--- src/rtl/capq_pkg.sv ---
package capq_pkg;
  typedef enum logic {EDGE_RISE = 1'b0, EDGE_FALL = 1'b1} edge_e;

  // number of samples or events selected by a 2^code encoding
  function automatic logic [7:0] pow2_of(input logic [1:0] code);
    return 8'd1 << code;
  endfunction
endpackage

--- src/rtl/capq_filter.sv ---
module capq_filter #(
  parameter int SYNC_STAGES = 2,
  parameter int CODE_W = 2
) (
  input  logic              clk,
  input  logic              rst,
  input  logic              pin_in,
  input  logic [CODE_W-1:0] flt_code,
  output logic              rise_p,
  output logic              fall_p
);
  localparam int MAXLOG = (1 << CODE_W) - 1;
  localparam int RUN_W  = (MAXLOG > 0) ? MAXLOG : 1;

  logic [SYNC_STAGES-1:0] sync_r;
  logic                   sync_q;
  logic                   lvl;
  logic [RUN_W-1:0]       run_cnt;
  logic [RUN_W:0]         need;
  logic [RUN_W:0]         run_nx;

  generate
    if (SYNC_STAGES > 1) begin : g_multi
      always_ff @(posedge clk) begin
        if (rst) sync_r <= '0;
        else     sync_r <= {sync_r[SYNC_STAGES-2:0], pin_in};
      end
    end else begin : g_single
      always_ff @(posedge clk) begin
        if (rst) sync_r <= '0;
        else     sync_r <= pin_in;
      end
    end
  endgenerate

  assign sync_q = sync_r[SYNC_STAGES-1];
  assign need   = (RUN_W+1)'(1) << flt_code;
  assign run_nx = {1'b0, run_cnt} + 1'b1;

  always_ff @(posedge clk) begin
    if (rst) begin
      lvl     <= 1'b0;
      run_cnt <= '0;
      rise_p  <= 1'b0;
      fall_p  <= 1'b0;
    end else begin
      rise_p <= 1'b0;
      fall_p <= 1'b0;
      if (sync_q == lvl) begin
        run_cnt <= '0;
      end else if (run_nx >= need) begin
        lvl     <= sync_q;
        run_cnt <= '0;
        rise_p  <= sync_q;
        fall_p  <= ~sync_q;
      end else begin
        run_cnt <= run_nx[RUN_W-1:0];
      end
    end
  end


  pulse_excl_chk: assert property (@(posedge clk) disable iff (rst)
    $onehot0({rise_p, fall_p}));

  lvl_hold_chk: assert property (@(posedge clk) disable iff (rst)
    (sync_q == lvl) |=> $stable(lvl));
endmodule

--- src/rtl/capq_evsel.sv ---
module capq_evsel #(
  parameter int CODE_W = 2
) (
  input  logic              clk,
  input  logic              rst,
  input  logic              rise_p,
  input  logic              fall_p,
  input  logic              edge_sel,
  input  logic              cap_en,
  input  logic [CODE_W-1:0] div_code,
  output logic              cap_ev
);
  import capq_pkg::*;
  localparam int MAXLOG = (1 << CODE_W) - 1;
  localparam int DIV_W  = (MAXLOG > 0) ? MAXLOG : 1;

  logic [DIV_W-1:0] div_cnt;
  logic [DIV_W-1:0] div_last;
  logic             sel;

  assign sel      = (edge_e'(edge_sel) == EDGE_FALL) ? fall_p : rise_p;
  assign div_last = DIV_W'((DIV_W+1)'(1) << div_code) - 1'b1;
  assign cap_ev   = sel && cap_en && (div_cnt == div_last);

  always_ff @(posedge clk) begin
    if (rst || !cap_en) div_cnt <= '0;
    else if (sel)       div_cnt <= (div_cnt == div_last) ? '0 : div_cnt + 1'b1;
  end


  div_idle_chk: assert property (@(posedge clk) disable iff (rst)
    !cap_en |=> (div_cnt == '0));

  ev_src_chk: assert property (@(posedge clk) disable iff (rst)
    cap_ev |-> (rise_p || fall_p));
endmodule

--- src/rtl/capq_latch.sv ---
module capq_latch #(
  parameter int CW = 16
) (
  input  logic          clk,
  input  logic          rst,
  input  logic          cap_ev,
  input  logic          sw_gen,
  input  logic          cap_en,
  input  logic [CW-1:0] cnt_val,
  input  logic          clr_flag,
  input  logic          clr_ovr,
  output logic [CW-1:0] cap_val,
  output logic          cap_flag,
  output logic          ovr_flag
);
  logic take;
  assign take = cap_ev || sw_gen;

  always_ff @(posedge clk) begin
    if (rst) begin
      cap_val  <= '0;
      cap_flag <= 1'b0;
      ovr_flag <= 1'b0;
    end else begin
      if (take && cap_en) cap_val <= cnt_val;
      if (take)           cap_flag <= 1'b1;
      else if (clr_flag)  cap_flag <= 1'b0;
      if (take && cap_flag) ovr_flag <= 1'b1;
      else if (clr_ovr)     ovr_flag <= 1'b0;
    end
  end


  flag_set_chk: assert property (@(posedge clk) disable iff (rst)
    take |=> cap_flag);

  flag_clr_chk: assert property (@(posedge clk) disable iff (rst)
    (clr_flag && !take) |=> !cap_flag);

  ovr_set_chk: assert property (@(posedge clk) disable iff (rst)
    (take && cap_flag) |=> ovr_flag);

  val_load_chk: assert property (@(posedge clk) disable iff (rst)
    (take && cap_en) |=> (cap_val == $past(cnt_val)));

  val_hold_chk: assert property (@(posedge clk) disable iff (rst)
    !cap_en |=> $stable(cap_val));
endmodule

--- src/rtl/capture_channel.sv ---
module capture_channel #(
  parameter int CW = 16,
  parameter int SYNC_STAGES = 2
) (
  input  logic          clk,
  input  logic          rst,
  input  logic          pin_in,
  input  logic [CW-1:0] cnt_val,
  input  logic          cap_en,
  input  logic          edge_sel,
  input  logic [1:0]    flt_code,
  input  logic [1:0]    div_code,
  input  logic          sw_gen,
  input  logic          clr_flag,
  input  logic          clr_ovr,
  output logic [CW-1:0] cap_val,
  output logic          cap_flag,
  output logic          ovr_flag
);
  localparam int CODE_W = 2;

  logic rise_p, fall_p, cap_ev;

  capq_filter #(.SYNC_STAGES(SYNC_STAGES), .CODE_W(CODE_W)) u_flt (
    .clk(clk), .rst(rst), .pin_in(pin_in), .flt_code(flt_code),
    .rise_p(rise_p), .fall_p(fall_p)
  );

  capq_evsel #(.CODE_W(CODE_W)) u_sel (
    .clk(clk), .rst(rst), .rise_p(rise_p), .fall_p(fall_p),
    .edge_sel(edge_sel), .cap_en(cap_en), .div_code(div_code), .cap_ev(cap_ev)
  );

  capq_latch #(.CW(CW)) u_lat (
    .clk(clk), .rst(rst), .cap_ev(cap_ev), .sw_gen(sw_gen), .cap_en(cap_en),
    .cnt_val(cnt_val), .clr_flag(clr_flag), .clr_ovr(clr_ovr),
    .cap_val(cap_val), .cap_flag(cap_flag), .ovr_flag(ovr_flag)
  );


  reset_state_chk: assert property (@(posedge clk)
    rst |=> (cap_val == '0 && !cap_flag && !ovr_flag));
endmodule

--- config.mk ---
export PLATFORM = sky130hd
export DESIGN_NAME = capture_channel
export DESIGN_NICKNAME = d
export VERILOG_FILES = /design/src/rtl/capq_pkg.sv /design/src/rtl/capq_filter.sv /design/src/rtl/capq_evsel.sv /design/src/rtl/capq_latch.sv /design/src/rtl/capture_channel.sv
export SDC_FILE = /design/constraint.sdc
export NUM_CORES = 1
export LEC_CHECK = 0
export BUFFER_PORTS_ARGS = -buffer_cell sky130_fd_sc_hd__buf_2
export CORE_UTILIZATION = 45
export CTS_BUF_LIST = sky130_fd_sc_hd__clkbuf_4 sky130_fd_sc_hd__clkbuf_8
export DETAILED_ROUTE_END_ITERATION = 12
export HOLD_SLACK_MARGIN = 0.15
export PLACE_DENSITY = 0.77
export SETUP_SLACK_MARGIN = 0.1
export SYNTH_ARGS = -nofsm -noshare
export SYNTH_HDL_FRONTEND = slang
export SYNTH_SLANG_ARGS = --single-unit
export TNS_END_PERCENT = 50
--- constraint.sdc ---
create_clock -name clk -period 1.65 [get_ports clk]
set_input_delay 0.4125 -clock clk [delete_from_list [all_inputs] [get_ports clk]]
set_output_delay 0.4125 -clock clk [all_outputs]
set_load 0.01 [all_outputs]
==> results.toml <==
[final_layout]
fin_nets = 212
area.growth.synth_to_final_pct = 44.00
multi_input_area_sq_um = 757.0
regArea_sq_um = 590.6
diodes = 0
finalNonFillerCells = 209
drive_gt1_frac = 0.5028
fillerInstances = 190
final_area_sq_um = 1785

[pwr]
finalPower_mw = 1.443
combPwrFrac = 0.152
p_int_mw = 1.087
p_seq_frac = 0.513
ir_worst_vdd_v = 0.0007201
power_leakage_nw = 0.8830
p_sw_frac = 0.2466
p_sw_mw = 0.3560
powerDensity_nw_per_um2 = 808.4
pwr-share-clk = 0.335

[logic_synthesis]
synthTopCellsByArea = "dfxtp_1 47%, mux2i_1 15%, nor2_1 7.6%, ha_1 6.1%, nor2b_1 3.0%"
synth-seq-cells = 29
syn-cell-area_sq_um = 1240
yosysWarningCount = 0
synth_edf_count = 0
syn_nets = 155
synth_cells = 121
yosysTopAreaCell = "dfxtp_1"
yosysMostFrequentCell = "dfxtp_1"
ys_seq_area_frac = 0.4682
yosysUniqueCellTypes = 26
ys.flop_type = "dfxtp_1"
yosys-top-cells-count = "29 x dfxtp_1, 25 x nor2_1, 19 x mux2i_1, 6 x ha_1, 6 x nor2b_1"
netlist.area_leader.share = 0.4682
async_flop_share = 0
avgSynthCellArea_sq_um = 10.25

[drt]
vias = 1056
dr.pass1.iters = 4
wl_mm = 2.717
ant_nets = 0
viasPerCell = 5.053
drt_iter0_drc = 14
wire_per_inst_um = 13.00
route.detailed.drc = 0

[critical_path]
critPathKind = "flip-flop to flip-flop"
slowest_delay_ns = 0.37
crit_chain = "ha_4, xor2_2, ha_1, nand2_2, o21ai_4, buf_6, mux2i_1, nor2_1"
slowest_stage = "dfxtp_4"
end_kind = "flip-flop"
crit_arrival_ns = 1.90
path_max_fanout = 3
critPathLaunchType = "flip-flop"
reg2reg_depth = 8
cp.required_ns = 1.85

[die]
num_rows = 18
dieWidth_um = 54.49
core_sq_um = 2545
start_util = 0.4872
die_h_um = 54.49
dieArea_sq_um = 2969
io_pins = 46

[clocking]
hold_buffers = 0
clkSinkCount = 29
cts_tree = "built"
h-tree-depth = 2
root_buffer = "clkbuf_4"
cts.clk_slew.worst_paths_ns = 0.09
cts_made_buffers = 5
cts_buffer_depth = 2
clk_latency_ns = 0.32

[placement]
port_buffers = 45
postPlaceCellArea_sq_um = 1575
dp_hpwl_mm = 1.812
numPlacedInstances = 199
place_congestion = 0.8461

[global_route]
grt_start_max_net_pins = 25
grt_pass1_vias = 992
antenna_found_initial = 0
grtUsageTotal = 0.1976
grt_pass1_wl_mm = 4.022
gr-total-overflow = 0

[timing]
slew_viol_final = 0
fin_skew_ns = 0.007072
finalWorstSetupSlack_ns = -0.05419
holdWs_ns = 0.3206
rsz0062_at_grt = "yes"
hold_violations = 0
min_period_ns = 1.704
setup_violations = 6
fmax_mhz = 586.8
tightest_slew_ns = 0.4097
relSlewSlack = 0.7269
min_period_over_period = 1.033

[outcome]
violations = "negative setup slack"
run_status = "finished with violations"

[worst_hold_path]
hp-class = "input pin to flip-flop"
hold_depth = 3

[run]
cap_violations = 0
==> layout by cell type, fill, tap and decap left out, drive strengths merged <==
cell	count
a211oi	1
a21oi	4
a221oi	1
a31o	1
a31oi	1
and2	2
and3	1
buf	52
clkbuf	8
clkinv	1
dfxtp	29
ha	6
inv	2
mux2i	19
nand2	3
nand2b	5
nor2	25
nor2b	6
nor3	1
nor3b	2
o21ai	2
or3	2
or3b	1
xnor2	2
xor2	2
==> power groups by stage <==
stage	combinational [mW]	sequential, mW	clock (mW)
CTS	0.201	0.740	0.494
finish	0.219	0.740	0.484
global route	0.238	0.743	0.531
floorplan	0.0877	0.766	0
detailed placement	0.185	0.757	0
global placement	0.176	0.755	0
==> critical path, delay by kind of cell, from the launching register on <==
family                   cells  cell delay, ns
XOR/XNOR                     1            0.15
AND/OR/NAND/NOR              2            0.13
adder cells (fa/ha/maj)      2            0.48
AO/OA/AOI/OAI                1            0.15
buffers and inverters        1            0.13
flip-flops                   1            0.37
multiplexers                 1            0.18
==> final cells by class <==
class	instances	area share
repair buffers	53	0.1808
flip-flops and latches	29	0.3308
inverters	2	0.004205
well taps	30	0.02102
multi-input cells	87	0.4240
clock inverters	1	0.002803
clock buffers	7	0.03644
==> metal layers <==
layer  wire length [um]  GRT usage
met2               1456     0.3598
met3                142    0.06944
met4                 40    0.09402
met5                  0          0
met1               1077     0.1976
==> timing repair <==
action | CTS | global route
gates resized for setup | 14 | 9
setup buffers | 1 | 0
pin swaps | 9 | 6
endpoints found under the setup margin | 22 | 26
gates cloned | 0 | 1
==> through the flow <==
step,utilization,setup WS [ns],setup TNS [ns]
after floorplan,-,-0.07723,-0.7719
after global placement,0.6190,-0.1592,-3.311
after detailed placement,0.6190,-0.2645,-4.476
after CTS,0.6799,-0.04982,-0.06077
after global routing,0.7016,-0.1508,-1.193
final,0.7016,-0.05419,-0.1398
==> worst paths after layout <==
kind | from | end | slack, ns
hold reg to reg | u_flt.sync_r[0] | u_flt.sync_r[1] | 0.45
setup reg to reg | u_flt.run_cnt[0] | u_flt.lvl | -0.05
hold / removal | cnt_val[0] | u_lat.cap_val[0] | 0.32
setup / recovery | u_flt.run_cnt[0] | u_flt.lvl | -0.05
==> logic make-up after synthesis <==
group | share of synthesized area
and+or+nand+nor | 0.1927
DFF | 0.4682
muxes | 0.1534
AOI/OAI and AO/OA | 0.07568
adders and majority gates | 0.06054
buffers and inverters | 0.02119
xor gates and xnor gates | 0.02826
==> sequential cells by signal (all words and copies together), names as in the netlist <==
name / count
u_flt.fall_p: 1
u_flt.lvl: 1
u_flt.rise_p: 1
u_flt.run_cnt: 3
u_flt.sync_r: 2
u_lat.cap_flag: 1
u_lat.cap_val: 16
u_lat.ovr_flag: 1
u_sel.div_cnt: 3
Power figures use the tool's default switching activity.
